===== config.mk =====
export PLATFORM = sky130hd
export DESIGN_NAME = pinlock_unit
export DESIGN_NICKNAME = d
export VERILOG_FILES = /design/src/rtl/pinlock_pkg.sv /design/src/rtl/pinlock_ctrl.sv /design/src/rtl/pinlock_dp.sv /design/src/rtl/pinlock_unit.sv
export SDC_FILE = /design/constraint.sdc
export NUM_CORES = 1
export LEC_CHECK = 0
export ABC_AREA = 1
export BUFFER_PORTS_ARGS = -buffer_cell sky130_fd_sc_hd__buf_2
export CAP_MARGIN = 20
export CORE_AREA = 2 2 164 230
export DETAILED_ROUTE_END_ITERATION = 10
export DIE_AREA = 0 0 166 232
export GPL_TIMING_DRIVEN = 0
export PLACE_DENSITY = 0.56
export SLEW_MARGIN = 20
export SYNTH_ARGS = -nofsm -noshare
export SYNTH_HDL_FRONTEND = slang
export SYNTH_HIERARCHICAL = 1
export SYNTH_SLANG_ARGS = --single-unit

===== constraint.sdc =====
create_clock -name clk -period 4.1 [get_ports clk]
set_input_delay 0.205 -clock clk [delete_from_list [all_inputs] [get_ports clk]]
set_output_delay 0.205 -clock clk [all_outputs]
set_load 0.05 [all_outputs]

===== src/rtl/pinlock_pkg.sv =====
package pinlock_pkg;
  localparam int MAX_BANKS  = 8;
  localparam int PINS       = 32;
  localparam int ADDR_W     = 12;
  localparam int DATA_W     = 32;
  localparam int BANK_IDX_W = $clog2(MAX_BANKS);
  localparam int REGION_LSB = BANK_IDX_W + 2;

  localparam logic [ADDR_W-1:0] PW_ADDR   = 12'h520;
  localparam logic [ADDR_W-1:0] LOCK_BASE = 12'h500;
  localparam logic [DATA_W-1:0] PW_VALUE  = 32'h00A5A501;

  typedef struct packed {
    logic [MAX_BANKS-1:0]  load;
    logic [DATA_W-1:0]     word;
    logic                  rdGo;
    logic                  rdLock;
    logic [BANK_IDX_W-1:0] rdBank;
  } strobe_t;
endpackage


===== src/rtl/pinlock_ctrl.sv =====
module pinlock_ctrl
  import pinlock_pkg::*;
#(
  parameter int NUM_BANKS = 8
) (
  input  logic              clk,
  input  logic              rstN,
  input  logic              wrEn,
  input  logic              rdEn,
  input  logic [ADDR_W-1:0] addr,
  input  logic [DATA_W-1:0] wdata,
  output strobe_t           strobes,
  output logic              armed
);
  logic                  pwHit;
  logic                  lockHit;
  logic                  pwGood;
  logic [BANK_IDX_W-1:0] bankIdx;
  logic                  armedNext;

  always_comb begin
    pwHit   = (addr == PW_ADDR);
    lockHit = (addr[ADDR_W-1:REGION_LSB] == LOCK_BASE[ADDR_W-1:REGION_LSB]) &&
              (addr[1:0] == 2'b00);
    bankIdx = addr[REGION_LSB-1:2];
    pwGood  = pwHit && (wdata == PW_VALUE);
  end

  // Arming: set only by a good password write, cleared by any other write.
  always_comb begin
    armedNext = armed;
    if (wrEn) armedNext = pwGood;
  end

  always_ff @(posedge clk) begin
    if (!rstN) armed <= 1'b0;
    else       armed <= armedNext;
  end

  genvar b;
  generate
    for (b = 0; b < MAX_BANKS; b++) begin : g_load
      if (b < NUM_BANKS) begin : g_live
        assign strobes.load[b] = wrEn && armed && lockHit &&
                                 (bankIdx == BANK_IDX_W'(b));
      end else begin : g_absent
        assign strobes.load[b] = 1'b0;
      end
    end
  endgenerate

  assign strobes.word   = wdata;
  assign strobes.rdGo   = rdEn;
  assign strobes.rdLock = lockHit && (int'(bankIdx) < NUM_BANKS);
  assign strobes.rdBank = bankIdx;
endmodule


===== src/rtl/pinlock_dp.sv =====
module pinlock_dp
  import pinlock_pkg::*;
#(
  parameter int NUM_BANKS = 8
) (
  input  logic                      clk,
  input  logic                      rstN,
  input  strobe_t                   strobes,
  output logic [DATA_W-1:0]         rdata,
  output logic                      rdValid,
  output logic [NUM_BANKS*PINS-1:0] lockVec
);
  logic [NUM_BANKS-1:0][PINS-1:0] lockWord;
  logic [DATA_W-1:0]              rdNext;

  genvar b;
  generate
    for (b = 0; b < NUM_BANKS; b++) begin : g_bank
      always_ff @(posedge clk) begin
        if (!rstN)                lockWord[b] <= '1;
        else if (strobes.load[b]) lockWord[b] <= strobes.word;
      end
      assign lockVec[b*PINS +: PINS] = lockWord[b];
    end
  endgenerate

  always_comb begin
    rdNext = '0;
    for (int i = 0; i < NUM_BANKS; i++) begin
      if (strobes.rdLock && (int'(strobes.rdBank) == i)) rdNext = lockWord[i];
    end
  end

  always_ff @(posedge clk) begin
    if (!rstN) begin
      rdata   <= '0;
      rdValid <= 1'b0;
    end else begin
      rdValid <= strobes.rdGo;
      if (strobes.rdGo) rdata <= rdNext;
    end
  end
endmodule


===== src/rtl/pinlock_unit.sv =====
module pinlock_unit
  import pinlock_pkg::*;
#(
  parameter int NUM_BANKS = 8
) (
  input  logic                      clk,
  input  logic                      rstN,
  input  logic                      wrEn,
  input  logic                      rdEn,
  input  logic [11:0]               addr,
  input  logic [31:0]               wdata,
  output logic [31:0]               rdata,
  output logic                      rdValid,
  output logic [NUM_BANKS*32-1:0]   lockVec,
  output logic                      armed
);
  strobe_t strobes;

  pinlock_ctrl #(.NUM_BANKS(NUM_BANKS)) u_ctrl (
    .clk(clk), .rstN(rstN), .wrEn(wrEn), .rdEn(rdEn), .addr(addr),
    .wdata(wdata), .strobes(strobes), .armed(armed)
  );

  pinlock_dp #(.NUM_BANKS(NUM_BANKS)) u_dp (
    .clk(clk), .rstN(rstN), .strobes(strobes), .rdata(rdata),
    .rdValid(rdValid), .lockVec(lockVec)
  );
endmodule


Word-level counts from Yosys, hierarchy flattened. Cells that the tools add are included.

Output and inout bits: 290. Register bits: 290. Input bits: 48.

Mux-type cells: 8. Eq/ne operators: 17. Reduce and logical (&&, ||, !) cells: 23.

Operator list (count): $mux 32 (8); $eq 32x24->1 const B (1); $eq 3x3->1 const B (8); $logic_and 1x1->1 (20); $eq 12x11->1 const B (1); $eq 3x2->1 const B (4); $eq 7x6->1 const B (1); $eq 3x1->1 const B (2); $logic_not 3->1 (2); $logic_not 2->1 (1).

Logic depth before layout (Yosys ltp). Gate-level depths: netlist of the first run.

Depth in word-level cells: 11. Mapped depth: 15.

Hierarchy. Netlist of the first run, hierarchy kept.

By module, submodules not included: pinlock_dp (times used 1, cells an instance 1694, area each 11941.5 um^2); pinlock_ctrl (times used 1, cells an instance 126, area each 689.4 um^2).

Least setup slack after synthesis of the first run. No wires, ideal clock.

Path type: reg2reg. From: register u_ctrl.armed. To: register u_dp.lockWord, in the netlist u_dp/lockVec[84]. Setup slack: 2153 ps. Arrival: 1817 ps. Data required time: 3969 ps. Cell stages (with the launch flop): 8. Buffers on the path: 2. Cells stage by stage: dfxtp_1 > nand2_1 > inv_1 > nand4_2 > nor3_1 > clkbuf_1 > buf_1 > o21ai_0.

RTL lines: start, declared (RTL line pinlock_ctrl.sv:13) `output logic armed`; start signal, assigned (RTL line pinlock_ctrl.sv:37) `else armed <= armedNext;`; end signal, assigned by index (RTL line pinlock_dp.sv:21) `else if (strobes.load[b]) lockWord[b] <= strobes.word;`; end, declared (RTL line pinlock_dp.sv:13) `logic [NUM_BANKS-1:0][PINS-1:0] lockWord;`.

Final worst setup path of the first run.
From: input port rstN. To: register u_dp.lockWord, in the netlist u_dp/lockVec[79].

RTL lines: start, declared (RTL line pinlock_unit.sv:7) `input logic rstN,`.

No word-level cell between the ends.

==> results of run 1 <==
[synth_stat cells]
master,number
sky130_fd_sc_hd__nor2_2,1
sky130_fd_sc_hd__nor2_1,97
sky130_fd_sc_hd__buf_1,8
sky130_fd_sc_hd__nand3_1,308
sky130_fd_sc_hd__nand2_2,1
sky130_fd_sc_hd__nand2_1,545
sky130_fd_sc_hd__buf_2,15
sky130_fd_sc_hd__nor2_4,3
sky130_fd_sc_hd__and2_1,1
sky130_fd_sc_hd__a21oi_1,156
sky130_fd_sc_hd__nor3_2,1
sky130_fd_sc_hd__clkinv_1,2
sky130_fd_sc_hd__nor3_4,2
sky130_fd_sc_hd__nor3_1,6
sky130_fd_sc_hd__o21ai_0,69
sky130_fd_sc_hd__inv_1,101
sky130_fd_sc_hd__inv_2,9
sky130_fd_sc_hd__dfxtp_1,290
sky130_fd_sc_hd__buf_4,52
sky130_fd_sc_hd__nand4_2,2
sky130_fd_sc_hd__clkbuf_1,95
sky130_fd_sc_hd__nand4_1,32
sky130_fd_sc_hd__nand3_2,1
sky130_fd_sc_hd__clkbuf_2,23
[layer usage]
layer	up-vias	share of wire (%)
li1	6599	-
met1	6384	38
met2	621	50
met3	124	7.0
met4	0	5.4
met5	-	0
[metrics by stage]
| stage | worst slack [ns] | hold WS (ns) | utilization, % | std cells |
|---|---|---|---|---|
| after floorplan | 2.15 | 0.314 | - | 1820 |
| after global placement | 1.50 | 0.441 | 40.9 | 2623 |
| after detailed placement | 1.48 | 0.445 | 40.9 | 2623 |
| after CTS | 1.78 | 0.123 | 43.9 | 2680 |
| after global routing | 1.56 | 0.154 | 43.9 | 2680 |
| final | 1.77 | 0.145 | 43.9 | 2680 |
[power by group]
part	switching, W	internal [W]	leakage [nW]
logic	0.000221	0.0000881	5.01
clock network	0.00120	0.00175	0.521
registers	0.00000143	0.00282	2.35
total	0.00142	0.00466	7.88
[cells in the final DEF (no fill, tap or decap), types with 6 or more instances in the layout]
master	netlist	layout
sky130_fd_sc_hd__a21oi_1	156	156
sky130_fd_sc_hd__inv_2	9	9
sky130_fd_sc_hd__clkbuf_8	0	7
sky130_fd_sc_hd__buf_4	52	52
sky130_fd_sc_hd__nand4_1	32	32
sky130_fd_sc_hd__clkbuf_1	95	98
sky130_fd_sc_hd__nand3_1	308	308
sky130_fd_sc_hd__dfxtp_1	290	290
sky130_fd_sc_hd__nor3_1	6	6
sky130_fd_sc_hd__o21ai_0	69	69
sky130_fd_sc_hd__inv_1	101	101
sky130_fd_sc_hd__clkbuf_2	23	23
sky130_fd_sc_hd__nand2_1	545	545
sky130_fd_sc_hd__buf_2	15	351
sky130_fd_sc_hd__clkinv_2	0	6
sky130_fd_sc_hd__buf_1	8	8
sky130_fd_sc_hd__nor2_1	97	97
sky130_fd_sc_hd__clkbuf_16	0	31
[sequential cells by signal (all words and copies together) (netlist names)]
register / cells
u_ctrl/armed: 1
u_dp/lockVec: 256
u_dp/rdValid: 1
u_dp/rdata: 32
[logic make-up after synthesis]
kind of cell / after synthesis / share of synthesized area (%)
simple gates: 1000 / 34.1
flops: 290 / 46.0
compound gates: 225 / 8.92
buf+inv: 305 / 11.0
[worst max-delay path by stage]
stage	slack (ns)	depth (start not counted)	from	end
floorplan	2.15	7	u_ctrl/armed	u_dp/lockVec[84]
global placement	1.50	15	addr[11]	u_dp/rdata[18]
detailed placement	1.48	15	addr[11]	u_dp/rdata[18]
CTS	1.78	7	u_ctrl/armed	u_dp/lockVec[213]
global route	1.56	7	u_ctrl/armed	u_dp/lockVec[213]
finish	1.77	6	rstN	u_dp/lockVec[79]
[layout make-up]
cell class	count	area (um^2)
fillers	3915	20500
flip-flops and latches	290	5810
multi-input cells	1225	5440
repair buffers	339	1710
plain buffers	193	967
clock buffers	41	883
well taps	467	584
inverters	112	420
clock inverters	13	174
[worst max-delay path, stage by stage]
cell and delay (ns):
sky130_fd_sc_hd__dlygate4sd3_1 0.52, sky130_fd_sc_hd__buf_2 0.11, sky130_fd_sc_hd__clkbuf_1 0.52, sky130_fd_sc_hd__clkbuf_1 0.60, sky130_fd_sc_hd__clkbuf_1 0.62, sky130_fd_sc_hd__nand3_1 0.15
==> qor_table.md, run 1 <==
| Quantity | Value |
| --- | --- |
| Num rows | 83 |
| Post-route DRC | 0 |
| Dominant cells by area after synthesis | sky130_fd_sc_hd__dfxtp_1 (46%), sky130_fd_sc_hd__nand2_1 (16%), sky130_fd_sc_hd__nand3_1 (12%), sky130_fd_sc_hd__a21oi_1 (6.2%), sky130_fd_sc_hd__buf_4 (3.1%) |
| Fraction of met3 tracks used by global routing | 4.30% |
| Total track usage | 27.2% |
| Count of boundary I/O pins | 338 |
| Terminus of the critical flop-to-flop path | u_dp/lockVec[213] |
| Clock latency on the worst-skew pair | 0.58 ns |
| Vias/cell | 5.12 |
| Post-CTS Hold Buffers | 3 |
| Critical Setup Path Class | in2reg |
| Post-detailed-placement half-perimeter wirelength | 43000 um |
| Height of the die | 232 um |
| Post-Route WL | 54400 um |
| Outcome | completed |
| CP max FO | 10 |
| Met1 usage | 30.9% |
| Worst setup SP type | input pin |
| Achievable Freq | 430 MHz |
| Number of buffers added for setup after CTS | 0 |
| End of the worst hold path | u_dp/lockVec[206] |
| Overall via count from detail_route | 13728 |
| Most heavily used metal layer in global routing | met2 |
| CTS tree | built |
| Clock input transition at the sequential cells of the worst setup and hold paths | 0.06 ns |
| Total Die Area | 38500 um^2 |
| Clock Tree Buf Depth | 3 |
| Number of library cell types mapped by synthesis | 24 |
| Setup violators final | 0 |
| LEAKAGE | 7.88 nW |
| TritonCTS Sinks | 290 |
| Max transition margin | 47.1% |
| Seq cells post-synth | 290 |
| Largest voltage drop on the vdd net | 0.000259 V |
| Violation count after the first detailed-routing iteration | 1369 |
| Number of maximum-capacitance violations | 0 |
| Vias in the first global route | 12960 |
| Critical Path RT | 4.52 ns |
| Hold Fails Final Rpt | 0 |
| Total iterations of the first detailed-routing run | 6 |
| Port Buffers | 336 |
| Cell taking the most area after synthesis | sky130_fd_sc_hd__dfxtp_1 |
| Fraction of the cycle the final worst path needs | 56.7% |
| Worst hold start | wdata[14] |
| Placeable core region | 36500 um^2 |
| Final Slew Violations | 0 |
| Worst min-delay path class | in2reg |
| Horizontal die dimension | 166 um |
| H-tree depth | 1 |
| Total placed instance area | 14900 um^2 |
| Flop2flop setup slack | 1.81 ns |
| Setup TNS | 0 ns |
| Global route total overflow | 0 |
| Endpoint class of the critical path | flip-flop |
| Maximum clock skew at final layout | 0.0217 ns |
| Mapped Cells | 1820 |
| Wire length of the first global-routing pass | 79600 um |
| Sequential-to-total area share from yosys stat | 46.0% |
| Total power draw | 0.00608 W |
| WL per Instance | 20.3 um |
| Launching point of the worst reg2reg path | u_ctrl/armed |
| Post-synth top area share | 46.0% |
| Number of instances on the worst hold path | 5 |
| ANT nets after route | 0 |
| Nets in the synthesized netlist | 1868 |
| Yosys warning total | 6 |
| Number of antenna violations at the first check in global routing | 0 |
| Pin count of the biggest net entering global routing | 16 |
| Num CTS Buffers | 31 |
| Clock root buffer | sky130_fd_sc_hd__clkbuf_16 |
| Global placement routability congestion | 0.950 |
| Summed instance area of the synthesized netlist | 12600 um^2 |
| Final standard cell area without fillers | 16000 um^2 |
| Share of layout cells above drive strength 1 | 22.5% |
| Worst Max-Slew Pin Slew | 0.793 ns |
| Quantity of gates resized following cts | 0 |
| Setup repair after global routing missed its margin | false |
| Antenna fix cells | 0 |
| Fin crit period | 2.33 ns |
| R2R depth | 7 |
| Power Dens Cells | 380 nW/um^2 |
| Starting Density | 34.7% |
| Final net count | 2240 |
| Arr. time, crit path | 2.75 ns |
| Layout overhead on the synthesized area | 26.5% |
| Synthesized area per cell | 6.94 um^2 |
| Met2 GRT Util | 49.1% |
(Power assumes the default switching activity.)
==> inputs of run 2 (changes only) <==
Clock period 4.1 ns to 2.3 ns, I/O delays scaled along.
==> qor_table.md, run 2 (synthesis results as in run 1) <==
| Quantity | Value | Delta |
| --- | --- | --- |
| Final Slew Violations | 0 | unchanged |
| CTS tree | built |  |
| Worst setup SP type | input pin |  |
| Fill cell instance count of the final layout | 3911 | -0.10% |
| Count of boundary I/O pins | 338 | unchanged |
| Total power draw | 0.0108 W | +78% |
| Clock input transition at the sequential cells of the worst setup and hold paths | 0.06 ns | about the same |
| Minimum hold slack | 0.0616 ns | -0.0837 ns |
| Clock Tree Buf Depth | 3 | unchanged |
| Port Buffers | 336 | unchanged |
| Pin count of the biggest net entering global routing | 16 | unchanged |
| Fin crit period | 2.23 ns |  |
| Overall via count from detail_route | 13765 | +0.27% |
| Final net count | 2240 | unchanged |
| Post-route DRC | 0 | unchanged |
| Violation count after the first detailed-routing iteration | 1314 | -4.0% |
| Critical Setup Path Class | in2reg |  |
| Storage cell area | 5810 um^2 | unchanged |
| Delay of the slowest cell on the worst path | 0.61 ns | about the same |
| Endpoint class of the critical path | flip-flop |  |
| Setup TNS | 0 ns | unchanged |
| Number of instances on the worst hold path | 5 | unchanged |
| Global placement routability congestion | 0.950 | unchanged |
| Maximum clock skew at final layout | 0.0228 ns | +0.00103 ns |
| Worst hold start | wdata[14] |  |
| Vias in the first global route | 12963 | +0.023% |
| Area of the multi-input gates | 5460 um^2 | +0.32% |
| Num CTS Buffers | 31 | unchanged |
| Number of buffers added for setup after CTS | 0 | unchanged |
| Wire length of the first global-routing pass | 79600 um | about the same |
| Max transition margin | 46.4% | -0.75 points |
| Antenna fix cells | 0 | unchanged |
| ANT nets after route | 0 | unchanged |
| Leading cell types in the layout, fill and taps excluded | sky130_fd_sc_hd__nand2_1 (545), sky130_fd_sc_hd__buf_2 (351), sky130_fd_sc_hd__nand3_1 (308) |  |
| Post-detailed-placement half-perimeter wirelength | 43000 um | unchanged |
| Terminus of the critical flop-to-flop path | u_dp/lockVec[67] |  |
| WL per Instance | 20.3 um | +0.15% |
| Achievable Freq | 448 MHz |  |
| Critical Path RT | 2.72 ns | -1.80 ns |
| TritonCTS Sinks | 290 | unchanged |
| Vias/cell | 5.14 | +0.27% |
| Number of maximum-capacitance violations | 0 | unchanged |
| Outcome | completed |  |
| H-tree depth | 1 | unchanged |
| Number of antenna violations at the first check in global routing | 0 | unchanged |
| Clock root buffer | sky130_fd_sc_hd__clkbuf_16 |  |
| Setup violators final | 0 | unchanged |
| Power Internal | 0.00831 W | +78% |
| Launching point of the worst reg2reg path | u_ctrl/armed |  |
| Power share of the clock group | 48.5% | about the same |
| CP max FO | 10 | unchanged |
| Total track usage | 27.2% | about the same |
| Part of the total power dissipated in combinational logic | 5.1% | about the same |
| Post-Route WL | 54500 um | +0.15% |
| Fraction of the cycle the final worst path needs | 97.0% |  |
| Clock latency on the worst-skew pair | 0.58 ns | about the same |
| Height of the die | 232 um | unchanged |
| Layout overhead on the synthesized area | 26.7% |  |
| Total placed instance area | 14900 um^2 | unchanged |
| Total Die Area | 38500 um^2 | unchanged |
| Horizontal die dimension | 166 um | unchanged |
| Total iterations of the first detailed-routing run | 5 | -1 |
| Largest voltage drop on the vdd net | 0.000464 V | +79% |
| R2R depth | 8 | +1 |
| Net Sw Frac | 23.3% | -0.050 points |
| Placeable core region | 36500 um^2 | unchanged |
| Starting Density | 34.7% | unchanged |
| LEAKAGE | 7.90 nW | +0.27% |
| Most frequent standard cell in the layout excluding fill and tap cells | sky130_fd_sc_hd__nand2_1 |  |
| Worst Max-Slew Pin Slew | 0.805 ns | +0.0113 ns |
| Max reg flops | 256 | unchanged |
| Worst min-delay path class | in2reg |  |
| Power share of the sequential group | 46.4% | about the same |
| Power Dens Cells | 677 nW/um^2 | +78% |
| Power spent charging and discharging nets | 0.00253 W | +78% |
| End of the worst hold path | u_dp/lockVec[206] |  |
| Min setup slack post-route | 0.0682 ns | -1.71 ns |
| Flop2flop setup slack | 0.15 ns | -1.66 ns |
| Arr. time, crit path | 2.65 ns | -0.10 ns |
| Top cell by count, worst path | sky130_fd_sc_hd__clkbuf_1 |  |
| Share of layout cells above drive strength 1 | 22.9% | +0.41 points |
| Cell at the slowest stage of the critical path | sky130_fd_sc_hd__clkbuf_1 |  |
| Final standard cell area without fillers | 16000 um^2 | +0.15% |
| Cell breakdown of the critical path | dlygate4sd3_1 -> buf_2 -> clkbuf_1 -> clkbuf_1 -> clkbuf_1 -> nand3_1 |  |
| Num rows | 83 | unchanged |
| Setup repair after global routing missed its margin | false |  |
| Hold Fails Final Rpt | 0 | unchanged |
| Global route total overflow | 0 | unchanged |
| Pre-CTS setup slack | -0.230 ns | -1.71 ns |
[run 2: changes by cell type in the layout (fill, tap and decap cells not counted), sizes merged]
| cell | before | now |
|---|---|---|
| buf | 411 | 409 |
| clkbuf | 159 | 161 |
[run 2: worst max path at each step]
stage,startpoint,to
floorplan,u_ctrl/armed,u_dp/lockVec[84]
global placement,addr[11],u_dp/rdata[18]
detailed placement,addr[11],u_dp/rdata[18]
CTS,u_ctrl/armed,u_dp/lockVec[176]
global route,rstN,u_dp/lockVec[46]
finish,rstN,u_dp/lockVec[88]
[run 2: critical path: cells and delay by family]
kind	cells	cell delay [ns]
and+or+nand+nor	1	0.14
buffers and inverters	5	2.36
[run 2: through the flow]
step                utilization [%]  cells
floorplan                         -   1820
global placement               40.9   2623
finish                         43.9   2680
global route                   43.9   2680
CTS                            43.9   2680
detailed placement             40.9   2623
[run 2: timing repair]
action | 4_1_cts | 5_1_grt
endpoints found under the hold margin | 7 | 0
hold buffers | 3 | 0
setup endpoints to repair | 3 | 64
resized for setup | 2 | 10
[run 2: per-layer routing]
layer	routed length (um)	part of all wire, %	GRT usage, %	up-vias
met2	27100	50	49.1	655
met5	0	0	0	-
met3	3970	7.3	4.30	125
li1	-	-	-	6593
met1	20400	38	30.9	6392
met4	2950	5.4	14.3	0
[run 2: layout make-up]
class	count	share of cell area (%)
clock inverter	13	1.09
sequential	290	36.3
inverter	112	2.63
buffer	193	6.08
tap	467	3.65
clock buffer	41	5.52
timing repair buffer	339	10.7
multi-input combinational	1225	34.1
[run 2: power groups by stage]
stage	logic (W)	clock network, W	registers, W
6_report	0.000554	0.00525	0.00503
5_1_grt	0.000585	0.00555	0.00503
4_1_cts	0.000545	0.00533	0.00503
3_5_place_dp	0.000539	0	0.00514
3_3_place_gp	0.000536	0	0.00514
2_1_floorplan	0.000295	0	0.00516
==> inputs of run 3 (changes only) <==
Settings changed: CORE_AREA 2 2 164 230 to 2 2 173 218, DIE_AREA 0 0 166 232 to 0 0 175 220.
==> qor_table.md, run 3 (synthesis results as in run 1) <==
| Quantity | Value | Delta |
| --- | --- | --- |
| Global route total overflow | 0 | unchanged |
| Starting Density | 34.4% | -0.21 points |
| Most frequent standard cell in the layout excluding fill and tap cells | sky130_fd_sc_hd__nand2_1 |  |
| Number of antenna violations at the first check in global routing | 0 | unchanged |
| Wire length of the first global-routing pass | 78800 um | -1.1% |
| Share of layout cells above drive strength 1 | 23.0% | +0.11 points |
| Horizontal die dimension | 175 um | +5.4% |
| WL per Instance | 20.0 um | -1.6% |
| Pin count of the biggest net entering global routing | 17 | +1 |
| Dpl cells | 2642 | +0.72% |
| Critical Path RT | 2.73 ns | about the same |
| Vias/cell | 5.05 | -1.6% |
| CTS tree | built |  |
| Met2 GRT Util | 48.6% | -0.57 points |
| Number of maximum-capacitance violations | 0 | unchanged |
| Critical Setup Path Class | in2reg |  |
| Placeable core region | 36700 um^2 | +0.60% |
| Crit-path leading delay family | buffers and inverters |  |
| Setup violators final | 0 | unchanged |
| Arr. time, crit path | 2.60 ns | -0.05 ns |
| Number of buffers added for setup after CTS | 0 | unchanged |
| Total Die Area | 38500 um^2 | about the same |
| Max reg flops | 256 | unchanged |
| Post-detailed-placement half-perimeter wirelength | 42300 um | -1.6% |
| Hold Fails Final Rpt | 0 | unchanged |
| Setup TNS | 0 ns | unchanged |
| Top cell by count, worst path | sky130_fd_sc_hd__clkbuf_1 |  |
| LEAKAGE | 7.94 nW | +0.51% |
| Final Slew Violations | 0 | unchanged |
| Most heavily used metal layer in global routing | met2 |  |
| ANT nets after route | 0 | unchanged |
| Outcome | completed |  |
| Maximum clock skew at final layout | 0.0202 ns | -0.00257 ns |
| Final net count | 2240 | unchanged |
| Leading cell types in the layout, fill and taps excluded | sky130_fd_sc_hd__nand2_1 (545), sky130_fd_sc_hd__buf_2 (351), sky130_fd_sc_hd__nand3_1 (308) |  |
| Num rows | 79 | -4.8% |
| Worst Max-Slew Pin Slew | 0.734 ns | -0.0711 ns |
| Clock root buffer | sky130_fd_sc_hd__clkbuf_16 |  |
| Number of instances on the worst hold path | 5 | unchanged |
| Layout overhead on the synthesized area | 27.3% |  |
| Worst setup SP type | input pin |  |
| Total track usage | 27.2% | -0.070 points |
| Clock latency on the worst-skew pair | 0.58 ns | about the same |
| Vias in the first global route | 12687 | -2.1% |
| Largest voltage drop on the vdd net | 0.000499 V | +7.5% |
| Cell breakdown of the critical path | dlygate4sd3_1 -> buf_2 -> clkbuf_1 -> clkbuf_1 -> clkbuf_1 -> nand3_1 |  |
| Fraction of the cycle the final worst path needs | 94.4% | -2.6 points |
| Num CTS Buffers | 31 | unchanged |
| Global placement routability congestion | 0.934 | -1.7% |
| Max transition margin | 51.1% | +4.7 points |
| Count of non-filler cells in the finished layout | 2697 | +0.63% |
| Overall via count from detail_route | 13624 | -1.0% |
| Met1 usage | 32.2% | +1.3 points |
| Setup repair after global routing missed its margin | false |  |
| Fin crit period | 2.17 ns | -0.0603 ns |
| Power Dens Cells | 687 nW/um^2 | +1.5% |
| Bufs and invs on worst path | 5 | unchanged |
| TritonCTS Sinks | 290 | unchanged |
| Number of logic stages on the critical path including buffering | 6 | unchanged |
| Post-route DRC | 0 | unchanged |
| Total iterations of the first detailed-routing run | 6 | +1 |
| R2R depth | 9 | +1 |
| Violation count after the first detailed-routing iteration | 1252 | -4.7% |
| Count of boundary I/O pins | 338 | unchanged |
| Clock input transition at the sequential cells of the worst setup and hold paths | 0.06 ns | about the same |
| Delay of the slowest cell on the worst path | 0.58 ns | -0.03 ns |
| Fill cell instance count of the final layout | 3910 | -0.026% |
| H-tree depth | 1 | unchanged |
| Achievable Freq | 461 MHz | +2.8% |
| Port Buffers | 336 | unchanged |
| Endpoint class of the critical path | flip-flop |  |
| Height of the die | 220 um | -5.2% |
| Clock Tree Buf Depth | 3 | unchanged |
| Antenna fix cells | 0 | unchanged |
| Cell at the slowest stage of the critical path | sky130_fd_sc_hd__clkbuf_1 |  |
| Post-Route WL | 53900 um | -0.98% |
| Fraction of met3 tracks used by global routing | 5.33% | +1.0 points |
| CP max FO | 10 | unchanged |
| Worst min-delay path class | in2reg |  |
## run 3: cell count changes in the layout (fill, tap and decap cells not counted), sizes merged
cell,before,now
clkinvlp,2,0
clkinv,8,6
bufinv,4,6
buf,409,407
clkbuf,161,162
inv,111,112
## run 3: cell type report
cell class	instances	area [um^2]	share of cell area, %
plain buffers	193	981	6.10
clock buffers	40	870	5.41
clock inverters	12	229	1.42
inverters	112	420	2.62
multi-input cells	1225	5450	33.9
flip-flops and latches	290	5810	36.1
well taps	486	608	3.78
repair buffers	339	1710	10.6
## run 3: report_power, final
part / switching [W] / internal (W)
Clock: 0.00214 / 0.00332
Sequential: 0.00000254 / 0.00503
Combinational: 0.000392 / 0.000157
Total: 0.00253 / 0.00851
## run 3: worst paths after layout
path | startpoint | slack, ns | to
worst min-delay path | wdata[10] | 0.05 | u_dp/lockVec[202]
worst max-delay path | rstN | 0.13 | u_dp/lockVec[56]
worst min register to register | u_dp/rdata[14] | 0.46 | u_dp/rdata[14]
worst max register to register | u_ctrl/armed | 0.20 | u_dp/lockVec[50]
## run 3: timing repair
action,4_1_cts,5_1_grt
resized for setup,2,17
hold buffers,3,0
endpoints found under the hold margin,7,0
setup endpoints to repair,5,102
## run 3: tightest hold or removal path: cells and delay by family
kind / cells / cell delay, ns
AND/OR/NAND/NOR: 2 / 0.13
buffers and inverters: 3 / 0.35
## run 3: stage by stage
step	instance area, um^2	total power [W]	hold WS [ns]	setup WS [ns]	util, %
after floorplan	12600	0.00546	0.224	0.353	-
after global placement	14900	0.00568	0.352	-0.208	40.7
after detailed placement	14900	0.00568	0.358	-0.251	40.7
after CTS	16100	0.0111	0.0319	0.0739	43.8
after global routing	16100	0.0113	0.0671	0.0203	43.8
final	16100	0.0110	0.0486	0.129	43.8
## run 3: metal layers
| layer | part of all wire (%) | vias up |
|---|---|---|
| li1 | - | 6578 |
| met5 | 0 | - |
| met4 | 3.5 | 0 |
| met1 | 39 | 6362 |
| met3 | 7.8 | 93 |
| met2 | 49 | 591 |
